**config.mk**
```make
export PLATFORM = sky130hd
export DESIGN_NAME = stack_cache_unit
export DESIGN_NICKNAME = d
export VERILOG_FILES = /design/src/rtl/stk_pkg.sv /design/src/rtl/stk_alu.sv /design/src/rtl/stk_regfile.sv /design/src/rtl/stk_counter.sv /design/src/rtl/stack_cache_unit.sv
export SDC_FILE = /design/constraint.sdc
export NUM_CORES = 1
export LEC_CHECK = 0
export ABC_AREA = 1
export BUFFER_PORTS_ARGS = -buffer_cell sky130_fd_sc_hd__buf_2
export CAP_MARGIN = 30
export CORE_AREA = 2 2 207 209
export CTS_BUF_LIST = sky130_fd_sc_hd__clkbuf_8
export CTS_CLUSTER_SIZE = 8
export DETAILED_ROUTE_END_ITERATION = 7
export DIE_AREA = 0 0 209 211
export GPL_ROUTABILITY_DRIVEN = 0
export PLACE_DENSITY_LB_ADDON = 0.1
export SLEW_MARGIN = 15
export SYNTH_ARGS = -nofsm -noshare
export SYNTH_HDL_FRONTEND = slang
export SYNTH_SLANG_ARGS = --single-unit
```
**constraint.sdc**
```tcl
create_clock -name clk -period 51.4 [get_ports clk]
set_input_delay 10.28 -clock clk [delete_from_list [all_inputs] [get_ports clk]]
set_output_delay 10.28 -clock clk [all_outputs]
set_load 0.01 [all_outputs]
```
**src/rtl/stk_pkg.sv**
```systemverilog
package stk_pkg;

    typedef enum logic [2:0] {
        OP_PUSH = 3'd0,
        OP_POP  = 3'd1,
        OP_ADD  = 3'd2,
        OP_SUB  = 3'd3,
        OP_MUL  = 3'd4,
        OP_DIV  = 3'd5,
        OP_RSV6 = 3'd6,
        OP_RSV7 = 3'd7
    } op_e;

    typedef enum logic [2:0] {
        ST_IDLE  = 3'd0,
        ST_SPILL = 3'd1,
        ST_FREQ  = 3'd2,
        ST_FCAP  = 3'd3,
        ST_EXEC  = 3'd4
    } st_e;

    function automatic logic is_binary(input op_e op);
        return (op == OP_ADD) || (op == OP_SUB) || (op == OP_MUL) || (op == OP_DIV);
    endfunction

endpackage

```
**src/rtl/stk_alu.sv**
```systemverilog
module stk_alu
    import stk_pkg::*;
#(
    parameter int DW = 16
) (
    input  op_e           op,
    input  logic [DW-1:0] nos,
    input  logic [DW-1:0] top,
    output logic [DW-1:0] res
);

    always_comb begin
        case (op)
            OP_ADD:  res = nos + top;
            OP_SUB:  res = nos - top;
            OP_MUL:  res = nos * top;
            OP_DIV:  res = (top == '0) ? '1 : nos / top;
            default: res = top;
        endcase
    end

endmodule

```
**src/rtl/stk_regfile.sv**
```systemverilog
module stk_regfile #(
    parameter int DEPTH = 4,
    parameter int DW    = 16
) (
    input  logic                     clk,
    input  logic                     rst_n,
    input  logic                     we,
    input  logic [$clog2(DEPTH)-1:0] waddr,
    input  logic [DW-1:0]            wdata,
    input  logic [$clog2(DEPTH)-1:0] ra_top,
    input  logic [$clog2(DEPTH)-1:0] ra_nos,
    input  logic [$clog2(DEPTH)-1:0] ra_bot,
    output logic [DW-1:0]            rd_top,
    output logic [DW-1:0]            rd_nos,
    output logic [DW-1:0]            rd_bot
);

    localparam int IW = $clog2(DEPTH);

    logic [DW-1:0] ent [DEPTH];

    for (genvar e = 0; e < DEPTH; e++) begin : g_ent
        logic [DW-1:0] val_d, val_q;
        always_comb val_d = (we && waddr == IW'(e)) ? wdata : val_q;
        always_ff @(posedge clk or negedge rst_n) begin
            if (!rst_n) val_q <= '0;
            else        val_q <= val_d;
        end
        assign ent[e] = val_q;
    end

    assign rd_top = ent[ra_top];
    assign rd_nos = ent[ra_nos];
    assign rd_bot = ent[ra_bot];

endmodule

```
**src/rtl/stk_counter.sv**
```systemverilog
module stk_counter #(
    parameter int W = 16
) (
    input  logic         clk,
    input  logic         rst_n,
    input  logic         inc,
    output logic [W-1:0] count
);

    logic [W-1:0] cnt_d, cnt_q;

    always_comb cnt_d = inc ? cnt_q + W'(1) : cnt_q;

    always_ff @(posedge clk or negedge rst_n) begin
        if (!rst_n) cnt_q <= '0;
        else        cnt_q <= cnt_d;
    end

    assign count = cnt_q;

endmodule

```
**src/rtl/stack_cache_unit.sv**
```systemverilog
module stack_cache_unit
    import stk_pkg::*;
#(
    parameter int DW         = 16,
    parameter int NREG       = 4,
    parameter int AW         = 8,
    parameter int CNTW       = 16,
    parameter int EAGER_FILL = 0
) (
    input  logic            clk,
    input  logic            rst_n,
    input  logic            cmd_valid,
    output logic            cmd_ready,
    input  logic [2:0]      cmd_op,
    input  logic [DW-1:0]   cmd_data,
    output logic [DW-1:0]   tos_data,
    output logic            tos_valid,
    output logic [AW:0]     stk_depth,
    output logic            underflow,
    output logic [CNTW-1:0] store_count,
    output logic [CNTW-1:0] fetch_count,
    output logic            mem_en,
    output logic            mem_we,
    output logic [AW-1:0]   mem_addr,
    output logic [DW-1:0]   mem_wdata,
    input  logic [DW-1:0]   mem_rdata
);

    localparam int IW   = $clog2(NREG);
    localparam int CW   = $clog2(NREG + 1);
    localparam int DEPW = AW + 1;

    typedef struct packed {
        st_e           st;
        logic [IW-1:0] hd;
        logic [CW-1:0] cnt;
        logic [AW-1:0] sp;
        op_e           pend_op;
        logic [DW-1:0] pend_dat;
        logic          plive;
        logic          uflow;
    } state_t;

    state_t s_d, s_q;

    function automatic logic [IW-1:0] wrap_back(input logic [IW-1:0] base, input int k);
        int t;
        t = (int'(base) + 2 * NREG - k) % NREG;
        return IW'(t);
    endfunction

    logic [IW-1:0] push_idx, nos_idx, bot_idx, fill_idx;
    logic          rf_we;
    logic [IW-1:0] rf_waddr;
    logic [DW-1:0] rf_wdata;
    logic [DW-1:0] rd_top, rd_nos, rd_bot, alu_res;
    logic          do_ev, fin, full;
    op_e           ev_op;
    logic [DW-1:0] ev_dat;
    logic [DEPW-1:0] total, need;

    assign push_idx = wrap_back(s_q.hd, NREG - 1);
    assign nos_idx  = wrap_back(s_q.hd, 1);
    assign bot_idx  = wrap_back(s_q.hd, int'(s_q.cnt) - 1);
    assign fill_idx = wrap_back(s_q.hd, int'(s_q.cnt));
    assign full     = (s_q.cnt == CW'(NREG));
    assign total    = DEPW'(s_q.cnt) + DEPW'(s_q.sp);

    stk_regfile #(.DEPTH(NREG), .DW(DW)) u_rf (
        .clk    (clk),
        .rst_n  (rst_n),
        .we     (rf_we),
        .waddr  (rf_waddr),
        .wdata  (rf_wdata),
        .ra_top (s_q.hd),
        .ra_nos (nos_idx),
        .ra_bot (bot_idx),
        .rd_top (rd_top),
        .rd_nos (rd_nos),
        .rd_bot (rd_bot)
    );

    stk_alu #(.DW(DW)) u_alu (
        .op  (ev_op),
        .nos (rd_nos),
        .top (rd_top),
        .res (alu_res)
    );

    stk_counter #(.W(CNTW)) u_store_ctr (
        .clk   (clk),
        .rst_n (rst_n),
        .inc   (s_q.st == ST_SPILL),
        .count (store_count)
    );

    stk_counter #(.W(CNTW)) u_fetch_ctr (
        .clk   (clk),
        .rst_n (rst_n),
        .inc   (s_q.st == ST_FREQ),
        .count (fetch_count)
    );

    always_comb begin
        s_d      = s_q;
        rf_we    = 1'b0;
        rf_waddr = push_idx;
        rf_wdata = s_q.pend_dat;
        mem_en   = 1'b0;
        mem_we   = 1'b0;
        mem_addr = s_q.sp;
        do_ev    = 1'b0;
        fin      = 1'b0;
        ev_op    = s_q.pend_op;
        ev_dat   = s_q.pend_dat;

        case (s_q.st)
            ST_IDLE: begin
                if (cmd_valid) begin
                    do_ev  = 1'b1;
                    ev_op  = op_e'(cmd_op);
                    ev_dat = cmd_data;
                end
            end
            ST_SPILL: begin
                // deepest entry goes out, its slot takes the pushed value
                mem_en   = 1'b1;
                mem_we   = 1'b1;
                s_d.sp   = s_q.sp + AW'(1);
                rf_we    = 1'b1;
                rf_waddr = push_idx;
                rf_wdata = s_q.pend_dat;
                s_d.hd   = push_idx;
                s_d.plive = 1'b0;
                s_d.st   = ST_IDLE;
            end
            ST_FREQ: begin
                mem_en   = 1'b1;
                mem_addr = s_q.sp - AW'(1);
                s_d.sp   = s_q.sp - AW'(1);
                s_d.st   = ST_FCAP;
            end
            ST_FCAP: begin
                rf_we    = 1'b1;
                rf_waddr = fill_idx;
                rf_wdata = mem_rdata;
                s_d.cnt  = s_q.cnt + CW'(1);
                s_d.st   = ST_EXEC;
            end
            ST_EXEC: begin
                if (s_q.plive) do_ev = 1'b1;
                else           fin   = 1'b1;
            end
            default: s_d.st = ST_IDLE;
        endcase

        need = (ev_op == OP_POP) ? DEPW'(1) : (is_binary(ev_op) ? DEPW'(2) : DEPW'(0));

        if (do_ev) begin
            if (total < need) begin
                s_d.uflow = 1'b1;
                fin       = 1'b1;
            end else if (ev_op == OP_PUSH && full) begin
                s_d.pend_op  = ev_op;
                s_d.pend_dat = ev_dat;
                s_d.plive    = 1'b1;
                s_d.st       = ST_SPILL;
            end else if (is_binary(ev_op) && s_q.cnt < CW'(2)) begin
                s_d.pend_op  = ev_op;
                s_d.pend_dat = ev_dat;
                s_d.plive    = 1'b1;
                s_d.st       = ST_FREQ;
            end else begin
                fin = 1'b1;
                case (ev_op)
                    OP_PUSH: begin
                        rf_we    = 1'b1;
                        rf_waddr = push_idx;
                        rf_wdata = ev_dat;
                        s_d.hd   = push_idx;
                        s_d.cnt  = s_q.cnt + CW'(1);
                    end
                    OP_POP: begin
                        if (s_q.cnt != '0) begin
                            s_d.hd  = nos_idx;
                            s_d.cnt = s_q.cnt - CW'(1);
                        end else begin
                            s_d.sp = s_q.sp - AW'(1);
                        end
                    end
                    OP_ADD, OP_SUB, OP_MUL, OP_DIV: begin
                        rf_we    = 1'b1;
                        rf_waddr = nos_idx;
                        rf_wdata = alu_res;
                        s_d.hd   = nos_idx;
                        s_d.cnt  = s_q.cnt - CW'(1);
                    end
                    default: ;
                endcase
            end
        end

        if (fin) begin
            s_d.plive = 1'b0;
            if (EAGER_FILL != 0 && s_d.cnt < CW'(2) && s_d.sp != '0) s_d.st = ST_FREQ;
            else                                                     s_d.st = ST_IDLE;
        end
    end

    always_ff @(posedge clk or negedge rst_n) begin
        if (!rst_n) begin
            s_q <= '{st: ST_IDLE, hd: '0, cnt: '0, sp: '0, pend_op: OP_PUSH,
                     pend_dat: '0, plive: 1'b0, uflow: 1'b0};
        end else begin
            s_q <= s_d;
        end
    end

    assign cmd_ready = (s_q.st == ST_IDLE);
    assign mem_wdata = rd_bot;
    assign tos_valid = (s_q.cnt != '0);
    assign tos_data  = tos_valid ? rd_top : '0;
    assign stk_depth = total;
    assign underflow = s_q.uflow;

    // no memory access while a command can be accepted
    p_ready_low_mem_r8: assert property (@(posedge clk) disable iff (!rst_n)
        mem_en |-> !cmd_ready);

    // writes happen only with every register slot occupied
    p_spill_full_r4: assert property (@(posedge clk) disable iff (!rst_n)
        (mem_en && mem_we) |-> (s_q.cnt == CW'(NREG)));

    // reads happen only when memory holds entries
    p_fill_nonempty_r5: assert property (@(posedge clk) disable iff (!rst_n)
        (mem_en && !mem_we) |-> (s_q.sp != '0));

    // flag is sticky
    p_uflow_sticky_r7: assert property (@(posedge clk) disable iff (!rst_n)
        underflow |=> underflow);

    // the edge that raises the flag leaves the depth alone
    p_uflow_depth_r7: assert property (@(posedge clk) disable iff (!rst_n)
        $rose(underflow) |-> $stable(stk_depth));

    // each write is counted once
    p_store_count_r9: assert property (@(posedge clk) disable iff (!rst_n)
        (mem_en && mem_we) |=> (store_count == $past(store_count) + CNTW'(1)));

    // each read is counted once
    p_fetch_count_r9: assert property (@(posedge clk) disable iff (!rst_n)
        (mem_en && !mem_we) |=> (fetch_count == $past(fetch_count) + CNTW'(1)));

    // register occupancy never exceeds the slot count
    p_cnt_bound_r1: assert property (@(posedge clk) disable iff (!rst_n)
        s_q.cnt <= CW'(NREG));

endmodule

```
# After elaboration in Yosys (flattened, before gate mapping)
# Cells that the tools add are included.
# W data, S select, Z words.
# word_totals
regBits,133
in_bits,38
out_inout_bits,86
elab_cells,143
# classes
n_addsub,15
multipliers,1
n_div,1
magnitude_cmp,5
eq_ne,13
muxes,68
bitwise,4
reduce_logical,22
# ops
cell,count
$mux W16,15
$bmux W16 S2,3
$pmux W16 S4,1
$mux W20,2
$mux W37,1
$mux W36,1
$add A16 B1 Y16 const B,2
$pmux W16 S2,1
$mux W13,2
$mux W8,3
$mux W1,19
$mux W3,6
$add A16 B16 Y16,1
$div A16 B16 Y16,1
$logic_not A16 Y1,1
$mul A16 B16 Y16,1
$mux W2,8
$pmux W8 S2,1
$sub A16 B16 Y16,1
$pmux W5 S3,1
$eq A3 B2 Y1 const B,4
$eq A3 B3 Y1 const B,4
$add A3 B8 Y9,1
$ge A3 B3 Y1 const B,3
30 further kinds,46

# Logic depth before layout (Yosys ltp)
# Gate-level depths: netlist of run 1.
# logic_depth
depth_word,14
depth_mapped,270
mapped_depth_nobuf,265

# Hierarchy
# From an unflattened synthesis of run 1, not the netlist that was laid out.
# unflattened
cells_unflattened,3523
area_unflattened_um2,22525.4
# modules_own_cells
module,n_inst,cells_each,area_per_inst_um2,seq_area_each_um2
stk_alu,1,2008,12674.7,0.0
stk_regfile,1,718,4478.0,1601.5
stack_cache_unit,1,608,3741.1,925.9
stk_counter at u_store_ctr,1,92,818.3,400.4
stk_counter at u_fetch_ctr,1,97,813.3,400.4

# Worst setup path before layout of run 1
# OpenSTA, ideal clock, no wires.
# synth_timing
kind,flip-flop to flip-flop
from,register s_q[32] in the netlist's numbering
to,register u_rf.g_ent[0].val_q[0]
setup_time_ps,126
arrival_time_ps,27449
slack_ps,23825
stages_incl_launch_ff,268
path_buffers,7
period_less_slack_ps,27575
cell_sequence,dfrtp_1 -> buf_6 -> buf_12 -> nand2_4 -> o22ai_1 -> a21oi_1 -> o21a_1 -> buf_2 -> ha_1 -> nand3_1 -> nor2_1 -> nand2_1 -> nor2_1 -> nand3_1 -> nand2_1 -> nand2_1 -> nand2_1 -> ha_1 -> [232 not listed] -> nand2_1 -> o21ai_0 -> ha_1 -> a21boi_0 -> o21a_1 -> o21a_1 -> o21a_1 -> o21a_1 -> o21a_1 -> o21a_1 -> o21ai_0 -> a21oi_1 -> o21ai_0 -> o2111ai_1 -> nand2_1 -> o21ai_0 -> nand2_1 -> o21ai_0
# synth_via
elab_chain_len,14
# synth_lines
element,line_no,text
from (decl),stack_cache_unit.sv:44,"state_t s_d, s_q;"
from (signal assigned),stack_cache_unit.sv:212,"s_q <= '{st: ST_IDLE, hd: '0, cnt: '0, sp: '0, pend_op: OP_PUSH,"
$add A2 B1 Y2,stack_cache_unit.sv:48,t = (int'(base) + 2 * NREG - k) % NREG;
$sub A2 B2 Y2,stack_cache_unit.sv:48,
$not A2 Y3 (implied by the code),stk_regfile.sv:33,assign rd_nos = ent[ra_nos];
$bmux W16 S2,stk_regfile.sv:33,
$mux W16 (implied by the code) (2 in a row),stk_regfile.sv:33,
$div A16 B16 Y16,stk_alu.sv:17,OP_DIV: res = (top == '0) ? '1 : nos / top;
$mux W16,stk_alu.sv:17,
$pmux W16 S4,stk_alu.sv:13,case (op)
$pmux W16 S2,stack_cache_unit.sv:175,case (ev_op)
$mux W16,stack_cache_unit.sv:168,end else if (is_binary(ev_op) && s_q.cnt < CW'(2)) begin
$mux W16,stack_cache_unit.sv:163,end else if (ev_op == OP_PUSH && full) begin
$mux W16,stack_cache_unit.sv:160,if (total < need) begin
$mux W16,stack_cache_unit.sv:159,if (do_ev) begin
to (signal assigned),stk_regfile.sv:27,else val_q <= val_d;
to (decl),stk_regfile.sv:23,"logic [DW-1:0] val_d, val_q;"
# Several ways; a longest one is shown, not always the timed one. The select of a mux whose other input is x is not followed.
# A chain may end at the register's enable or synchronous reset.

# Final worst setup path of run 1
# layout_timing
from,register s_q[32] in the netlist's numbering
to,register u_rf.g_ent[3].val_q[0]
# layout_via
elab_chain_len,14
# layout_lines
element,line_no
$add A2 B1 Y2,stack_cache_unit.sv:48
$sub A2 B2 Y2,stack_cache_unit.sv:48
$not A2 Y3 (implied by the code),stk_regfile.sv:33
$bmux W16 S2,stk_regfile.sv:33
$mux W16 (implied by the code) (2 in a row),stk_regfile.sv:33
$div A16 B16 Y16,stk_alu.sv:17
$mux W16,stk_alu.sv:17
$pmux W16 S4,stk_alu.sv:13
$pmux W16 S2,stack_cache_unit.sv:175
$mux W16,stack_cache_unit.sv:168
$mux W16,stack_cache_unit.sv:163
$mux W16,stack_cache_unit.sv:160
$mux W16,stack_cache_unit.sv:159
to (signal assigned),stk_regfile.sv:27
to (decl),stk_regfile.sv:23
# Several ways; a longest one is shown, not always the timed one. The select of a mux whose other input is x is not followed.

==> impl_metrics.json, run 1 <==
{
  "status": "finished, final reports clean",
  "std_cell_rows": 75,
  "top_level_ports": 124,
  "synth.area.top_cells": "dfrtp_1 16%, nand2_1 14%, ha_1 13%",
  "maxUsedRoutingLayer": "met4",
  "timing.reg2reg.setup_slack_ns": 16.51,
  "yosysTopAreaCellShare_pct": 16.07,
  "mappedNetlistNets": 3388,
  "grt_setup_unrepaired": "no",
  "global_route.usage.total_pct": 31.40,
  "crit_path_from": "s_q[32]",
  "tns_ns": 0,
  "met1_length_mm": 28.20,
  "synth.yosys.seq_area_share_pct": 16.07,
  "cts.root.buffer_cell": "clkbuf_8",
  "syn_avg_cell_area_sq_um": 6.794,
  "max-cap-violations": 0,
  "dp_hpwl_mm": 54.05,
  "initial_antenna_violation_count": 1,
  "drc": 0,
  "timing.rr.start": "s_q[32]",
  "maximum_number_of_pins_on_one_net_before_global_route_repair": 61,
  "cp.arrival_ns": 35.24,
  "clkLatencyLatePin_ns": 0.49,
  "cts_tree": "built",
  "grt_pass1_vias": 20080,
  "die_area_sq_um": 44100,
  "route.detailed.vias_per_inst": 5.543,
  "grt_pass1_wl_mm": 108.5,
  "synth_enable_flop_cells": 0,
  "final_layout_size_suffix_gt1_share_pct": 13.12,
  "critical_path.startpoint_type": "flip-flop",
  "worst_hold_startpoint": "u_fetch_ctr.count[15]",
  "synthDistinctLibCells": 73,
  "worst_clock_skew_ns": 0.01670,
  "period_share_pct": 67.87,
  "post_cts_resized": 0,
  "yosys_register_bits": 133,
  "least_margin_pin_slew_ns": 0.9768,
  "detailroute.wirelength.met2_mm": 31.80,
  "synth_ff_type": "dfrtp_1",
  "crit_path_max_fanout": 34,
  "worstHoldPathType": "reg -> reg",
  "routed-wl-met3_mm": 5.299,
  "synthesis_to_layout_area_growth_pct": 7.121,
  "synth.largest_area_cell": "dfrtp_1",
  "critPathRequiredTime_ns": 51.75,
  "crit-reg2reg-capture": "u_rf.g_ent[3].val_q[0]",
  "final.setup.worst_slack_ns": 16.51,
  "place.port_buffers": 123,
  "design.final.nets": 3475,
  "whs_endpoint": "u_fetch_ctr.count[15]",
  "wl_per_cell_um": 18.58,
  "via_count": 20450,
  "finalSetupViolations": 0,
  "setup.worst_path.class": "reg -> reg",
  "clkSinkCount": 133,
  "final_hold_viols": 0,
  "die_h_um": 211,
  "netlist_area_sq_um": 20720,
  "route.final.wire_length_mm": 68.53,
  "finalHoldWorstSlack_ns": 0.4680,
  "final_common_cell": "nand2_1",
  "critPathMaxStageDelay_ns": 0.59,
  "dr.first_iter.drc_count": 1640,
  "clock_tree.htree_level_count": 4,
  "post_cts_hold_buffer_count": 0,
  "post-cts-setup-buffer-count": 0,
  "endpoint_class_of_the_critical_path": "flip-flop",
  "critical_path.slowest_cell": "dfrtp_2",
  "crit_path_frequent_cell": "nand2_1",
  "ys_async_sr_fraction_pct": 100.0,
  "commonest_non_fill_non_tap_cells_in_the_layout": "788 x nand2_1, 454 x inv_1, 241 x nor2_1",
  "cts_inserted_buffers": 17,
  "clk_pin_slew_worst_paths_ns": 0.09,
  "worst_slew_margin_rel_pct": 34.19,
  "pre_cts_ws_ns": 17.27,
  "x_dimension_of_the_die_um": 209,
  "achievable-frequency_mhz": 28.67,
  "drt_pre_antenna_iters": 5,
  "clock_path_buffers": 2,
  "reg2regPathDepth": 260,
  "synthesis.yosys.warnings": 0,
  "min_period_ns": 34.89,
  "finalMaxSlewViolations": 0,
  "hold_depth": 1,
  "syn-instance-count": 3049,
  "globalRoute.totalOverflow": 0,
  "core_region_area_sq_um": 41760,
  "detail-route-antenna-nets": 0,
  "initial_core_util_pct": 49.61,
  "filler_cell_count": 4172
}
[layout make-up]
cell class / instances / area [sq um] / area share, %
clock inverter: 12 / 153.9 / 0.6935
timing repair buffer: 151 / 850.8 / 3.834
antenna: 1 / 2.502 / 0.01128
tap: 539 / 674.4 / 3.039
clock buffer: 20 / 275.3 / 1.240
inverter: 483 / 1818 / 8.192
multi-input combinational: 2350 / 15090 / 67.99
sequential: 133 / 3329 / 15.00
[logic make-up after synthesis]
| family | count (synthesis) | synth area share [%] |
|---|---|---|
| XOR/XNOR | 149 | 6.408 |
| AND/OR/NAND/NOR | 1386 | 30.32 |
| buffers and inverters | 566 | 11.17 |
| multiplexers | 6 | 0.2960 |
| AO/OA/AOI/OAI | 508 | 14.59 |
| flip-flops | 133 | 16.07 |
| adder cells (fa/ha/maj) | 301 | 21.15 |
[metal layers]
| layer | track usage, % | vias to the layer above |
|---|---|---|
| met5 | 0 | - |
| li1 | - | 9944 |
| met1 | 39.43 | 9541 |
| met4 | 14.48 | 0 |
| met3 | 5.605 | 176 |
| met2 | 52.66 | 787 |
[critical path: cells and delay by family (launching register included)]
kind            cells  cell delay (ns)
simple gates      160            15.57
compound gates     64            10.81
fa+ha+maj          15             4.97
buf+inv            21             2.65
flops               1             0.59
[sequential cells by signal, indices dropped and copies added (netlist names)]
name,flops
s_q,36
u_rf.g_ent.val_q,64
u_store_ctr.count,16
u_fetch_ctr.count,16
underflow,1
[cells in the mapped netlist, types with 21 or more instances]
library cell and n:
or2_2 41, nand3_2 34, ha_1 219, clkbuf_1 36
o21ai_2 21, fa_1 82, a21oi_1 95, xor2_1 90
xnor2_1 56, nand2_2 37, o21ai_1 51, inv_1 452
nand3_1 118, dfrtp_1 133, inv_2 24, nand2_1 788
o211ai_1 28, nor3_1 23, o21ai_0 206, nor2_1 243
[per-stage QoR]
step                      instances  util [%]  cell area (sq um)
after floorplan                3049         -              20720
after global placement         3651     51.97              21700
after detailed placement       3656     52.11              21760
after CTS                      3688     53.14              22190
after global routing           3688     53.14              22190
final                          3689     53.14              22190
[worst max path at each step]
stage                             end  slack, ns  cells past startpoint
5_1_grt        u_rf.g_ent[0].val_q[0]      12.10                    258
2_1_floorplan  u_rf.g_ent[0].val_q[0]      23.82                    267
3_5_place_dp   u_rf.g_ent[0].val_q[0]      17.27                    259
4_1_cts        u_rf.g_ent[3].val_q[0]      17.13                    260
3_3_place_gp   u_rf.g_ent[0].val_q[0]      18.95                    259
6_report       u_rf.g_ent[3].val_q[0]      16.51                    260
Power of run 1 is not shown: default switching activity piles up to over one toggle a cycle in this logic, so the estimate is an artifact.
==> run 2, diff against run 1 <==
--- a/config.mk
+++ b/config.mk
@@ -5,14 +5,14 @@
 export SDC_FILE = /design/constraint.sdc
 export NUM_CORES = 1
 export LEC_CHECK = 0
-export ABC_AREA = 1
+export ABC_AREA = 0
 export BUFFER_PORTS_ARGS = -buffer_cell sky130_fd_sc_hd__buf_2
 export CAP_MARGIN = 30
-export CORE_AREA = 2 2 207 209
+export CORE_AREA = 2 2 206 208
 export CTS_BUF_LIST = sky130_fd_sc_hd__clkbuf_8
 export CTS_CLUSTER_SIZE = 8
 export DETAILED_ROUTE_END_ITERATION = 7
-export DIE_AREA = 0 0 209 211
+export DIE_AREA = 0 0 208 210
 export GPL_ROUTABILITY_DRIVEN = 0
 export PLACE_DENSITY_LB_ADDON = 0.1
 export SLEW_MARGIN = 15
==> constraint.sdc (replaced) <==
create_clock -name clk -period 34.8 [get_ports clk]
set_input_delay 6.96 -clock clk [delete_from_list [all_inputs] [get_ports clk]]
set_output_delay 6.96 -clock clk [all_outputs]
set_load 0.01 [all_outputs]
==> run 2 against run 1 <==
Net effect: hold slack improved by 0.0091 ns; die area decreased by 0.95%; global-route usage increased by 0.29 points; critical path type unchanged; critical endpoint is now u_rf.g_ent[0].val_q[0].
==> impl_metrics.json, run 2 <==
{
  "status": "finished, final reports clean",
  "period_share_pct": 94.57,
  "clk_pin_slew_worst_paths_ns": 0.08,
  "synthesis_to_layout_area_growth_pct": 8.001,
  "cts_tree": "built",
  "synthDistinctLibCells": 90,
  "critPathBufInv": 8,
  "critical_path.startpoint_type": "flip-flop",
  "maximum_number_of_pins_on_one_net_before_global_route_repair": 58,
  "filler_cell_count": 3969,
  "crit-reg2reg-capture": "u_rf.g_ent[0].val_q[0]",
  "numPlacedInstances": 2977,
  "tns_ns": 0,
  "grt_pass1_wl_mm": 108.3,
  "grt_setup_unrepaired": "no",
  "layout_top_registers": "u_rf.g_ent.val_q x64, s_q x36",
  "crit_path_max_fanout": 28,
  "top_level_ports": 124,
  "dominant_combinational_cell_family_by_area_after_synthesis": "adder cells",
  "cts_inserted_buffers": 17,
  "critPathRequiredTime_ns": 35.16,
  "syn_avg_cell_area_sq_um": 8.593,
  "via_count": 19260,
  "endpoint_class_of_the_critical_path": "flip-flop",
  "finalSetupViolations": 0,
  "critical_path.slowest_cell": "dfrtp_4",
  "register_cell_area_after_layout_sq_um": 3333,
  "synth_ff_type": "dfrtp_1",
  "route.detailed.vias_per_inst": 6.387,
  "min_period_ns": 32.91,
  "commonest_non_fill_non_tap_cells_in_the_layout": "231 x nand2_1, 228 x nor2_1, 219 x ha_1",
  "muxShareOfSynthArea_pct": 14.35,
  "synth-xor-area-share_pct": 7.706,
  "mappedNetlistNets": 2714,
  "worstSetupEndpoint": "u_rf.g_ent[0].val_q[0]",
  "final_hold_viols": 0,
  "timing.reg2reg.setup_slack_ns": 1.89,
  "final_common_cell": "nand2_1",
  "die_h_um": 210,
  "yosys_register_bits": 133,
  "post_layout_nonfiller_instances": 3015,
  "achievable-frequency_mhz": 30.39,
  "synth.yosys.seq_area_share_pct": 16.31,
  "synth-compound-area-share_pct": 17.90,
  "timing.rr.start": "s_q[32]",
  "netlist_area_sq_um": 20410,
  "setup.worst_path.class": "reg -> reg",
  "initial_antenna_violation_count": 3,
  "registers.top_by_ff_count": "u_rf.g_ent.val_q",
  "drt_pre_antenna_iters": 5,
  "place.port_buffers": 123,
  "worstHoldPathType": "reg -> reg",
  "core_region_area_sq_um": 41480,
  "ys_async_sr_fraction_pct": 100.0,
  "number_of_flip_flops_under_the_largest_register_name": 64,
  "crit_path_from": "s_q[32]",
  "synthSimpleGateAreaFrac_pct": 17.04,
  "yosysTopAreaCellShare_pct": 16.31,
  "post_cts_hold_buffer_count": 0,
  "least_margin_pin_slew_ns": 0.9911,
  "reg2regPathDepth": 120,
  "yosys.cell_count.top_type": "nand2_1",
  "synth-adder-area-share_pct": 21.47,
  "final_layout_size_suffix_gt1_share_pct": 16.20,
  "worst_clock_skew_ns": 0.01470,
  "dp_hpwl_mm": 53.56,
  "global_route.usage.total_pct": 31.69,
  "clock_tree.htree_level_count": 4,
  "critPathMaxStageDelay_ns": 0.70,
  "clkSinkCount": 133,
  "synth.largest_area_cell": "dfrtp_1",
  "yosys-top-cells-count": "231 x nand2_1, 229 x nor2_1, 219 x ha_1",
  "cts.root.buffer_cell": "clkbuf_8",
  "drc": 0,
  "grt_pass1_vias": 18920,
  "path_depth": 120,
  "design.final.nets": 2801,
  "max-cap-violations": 0,
  "dr.first_iter.drc_count": 1598,
  "synth.area.top_cells": "dfrtp_1 16%, ha_1 13%, fa_1 8.0%",
  "x_dimension_of_the_die_um": 208,
  "detail-route-antenna-nets": 0,
  "clkLatencyLatePin_ns": 0.50,
  "syn-instance-count": 2375,
  "multiInputGateArea_sq_um": 16060,
  "route.final.wire_length_mm": 69.06,
  "finalMaxSlewViolations": 0,
  "cp.arrival_ns": 33.27,
  "critical_path.top_delay_family": "compound AO/OA/AOI/OAI gates",
  "globalRoute.totalOverflow": 0,
  "worst_slew_margin_rel_pct": 33.68,
  "clock_path_buffers": 2,
  "std_cell_rows": 75,
  "die_area_sq_um": 43680,
  "synthesis.yosys.warnings": 0,
  "crit_path_frequent_cell": "ha_1",
  "wl_per_cell_um": 22.91,
  "synth_enable_flop_cells": 0,
  "initial_core_util_pct": 49.20
}
run 2: logic make-up after synthesis:
kind of cell | Yosys count
DFF | 133
adders and majority gates | 301
muxes | 207
xor gates and xnor gates | 178
AOI/OAI and AO/OA | 544
and+or+nand+nor | 746
buffers and inverters | 266
run 2: layer usage:
metal	routed length, um	vias up	share of wire (%)	global-route usage [%]
met5	0	-	0	0
met4	2814	0	4.1	12.55
met3	5472	172	7.9	5.602
met2	31880	888	46	51.92
met1	28900	9411	42	41.75
li1	-	8785	-	-
run 2: worst min path at each step:
| stage | depth (start not counted) | to | start |
|---|---|---|---|
| detailed placement | 1 | underflow | underflow |
| global route | 1 | u_store_ctr.count[8] | u_store_ctr.count[8] |
| CTS | 1 | u_store_ctr.count[15] | u_store_ctr.count[15] |
| global placement | 1 | u_fetch_ctr.count[15] | u_fetch_ctr.count[15] |
| floorplan | 2 | s_q[18] | s_q[18] |
| finish | 1 | underflow | underflow |
run 2: worst reg2reg max path: cells and delay by family, from the launching register on:
family / cells / cell delay, ns
AO/OA/AOI/OAI: 64 / 17.01
buffers and inverters: 8 / 1.23
multiplexers: 6 / 2.18
AND/OR/NAND/NOR: 27 / 6.68
adder cells (fa/ha/maj): 15 / 4.99
flip-flops: 1 / 0.70
run 2: area by class of cell:
cell class / instances / share of cell area [%]
multi-input combinational: 1976 / 72.87
sequential: 133 / 15.12
timing repair buffer: 159 / 4.286
tap: 539 / 3.060
inverter: 175 / 2.997
clock buffer: 17 / 1.062
clock inverter: 15 / 0.5961
antenna: 1 / 0.01135
run 2: what timing repair did:
item	CTS	global route
buffers inserted	0	2
hold endpoints to repair	0	0
setup endpoints to repair	0	8
gates resized for setup	0	12
run 2: through the flow:
stage / setup slack (ns) / cell area, sq um / util (%) / hold slack [ns]
after global routing: 0.06333 / 22040 / 53.13 / 0.5106
final: 1.890 / 22040 / 53.14 / 0.4770
after global placement: 1.704 / 21530 / 51.91 / 0.4583
after floorplan: 5.946 / 20410 / - / 0.4668
after CTS: 0.4473 / 21940 / 52.90 / 0.4842
after detailed placement: 0.5789 / 21570 / 52.02 / 0.4651
Power of run 2 is left out for the same reason.
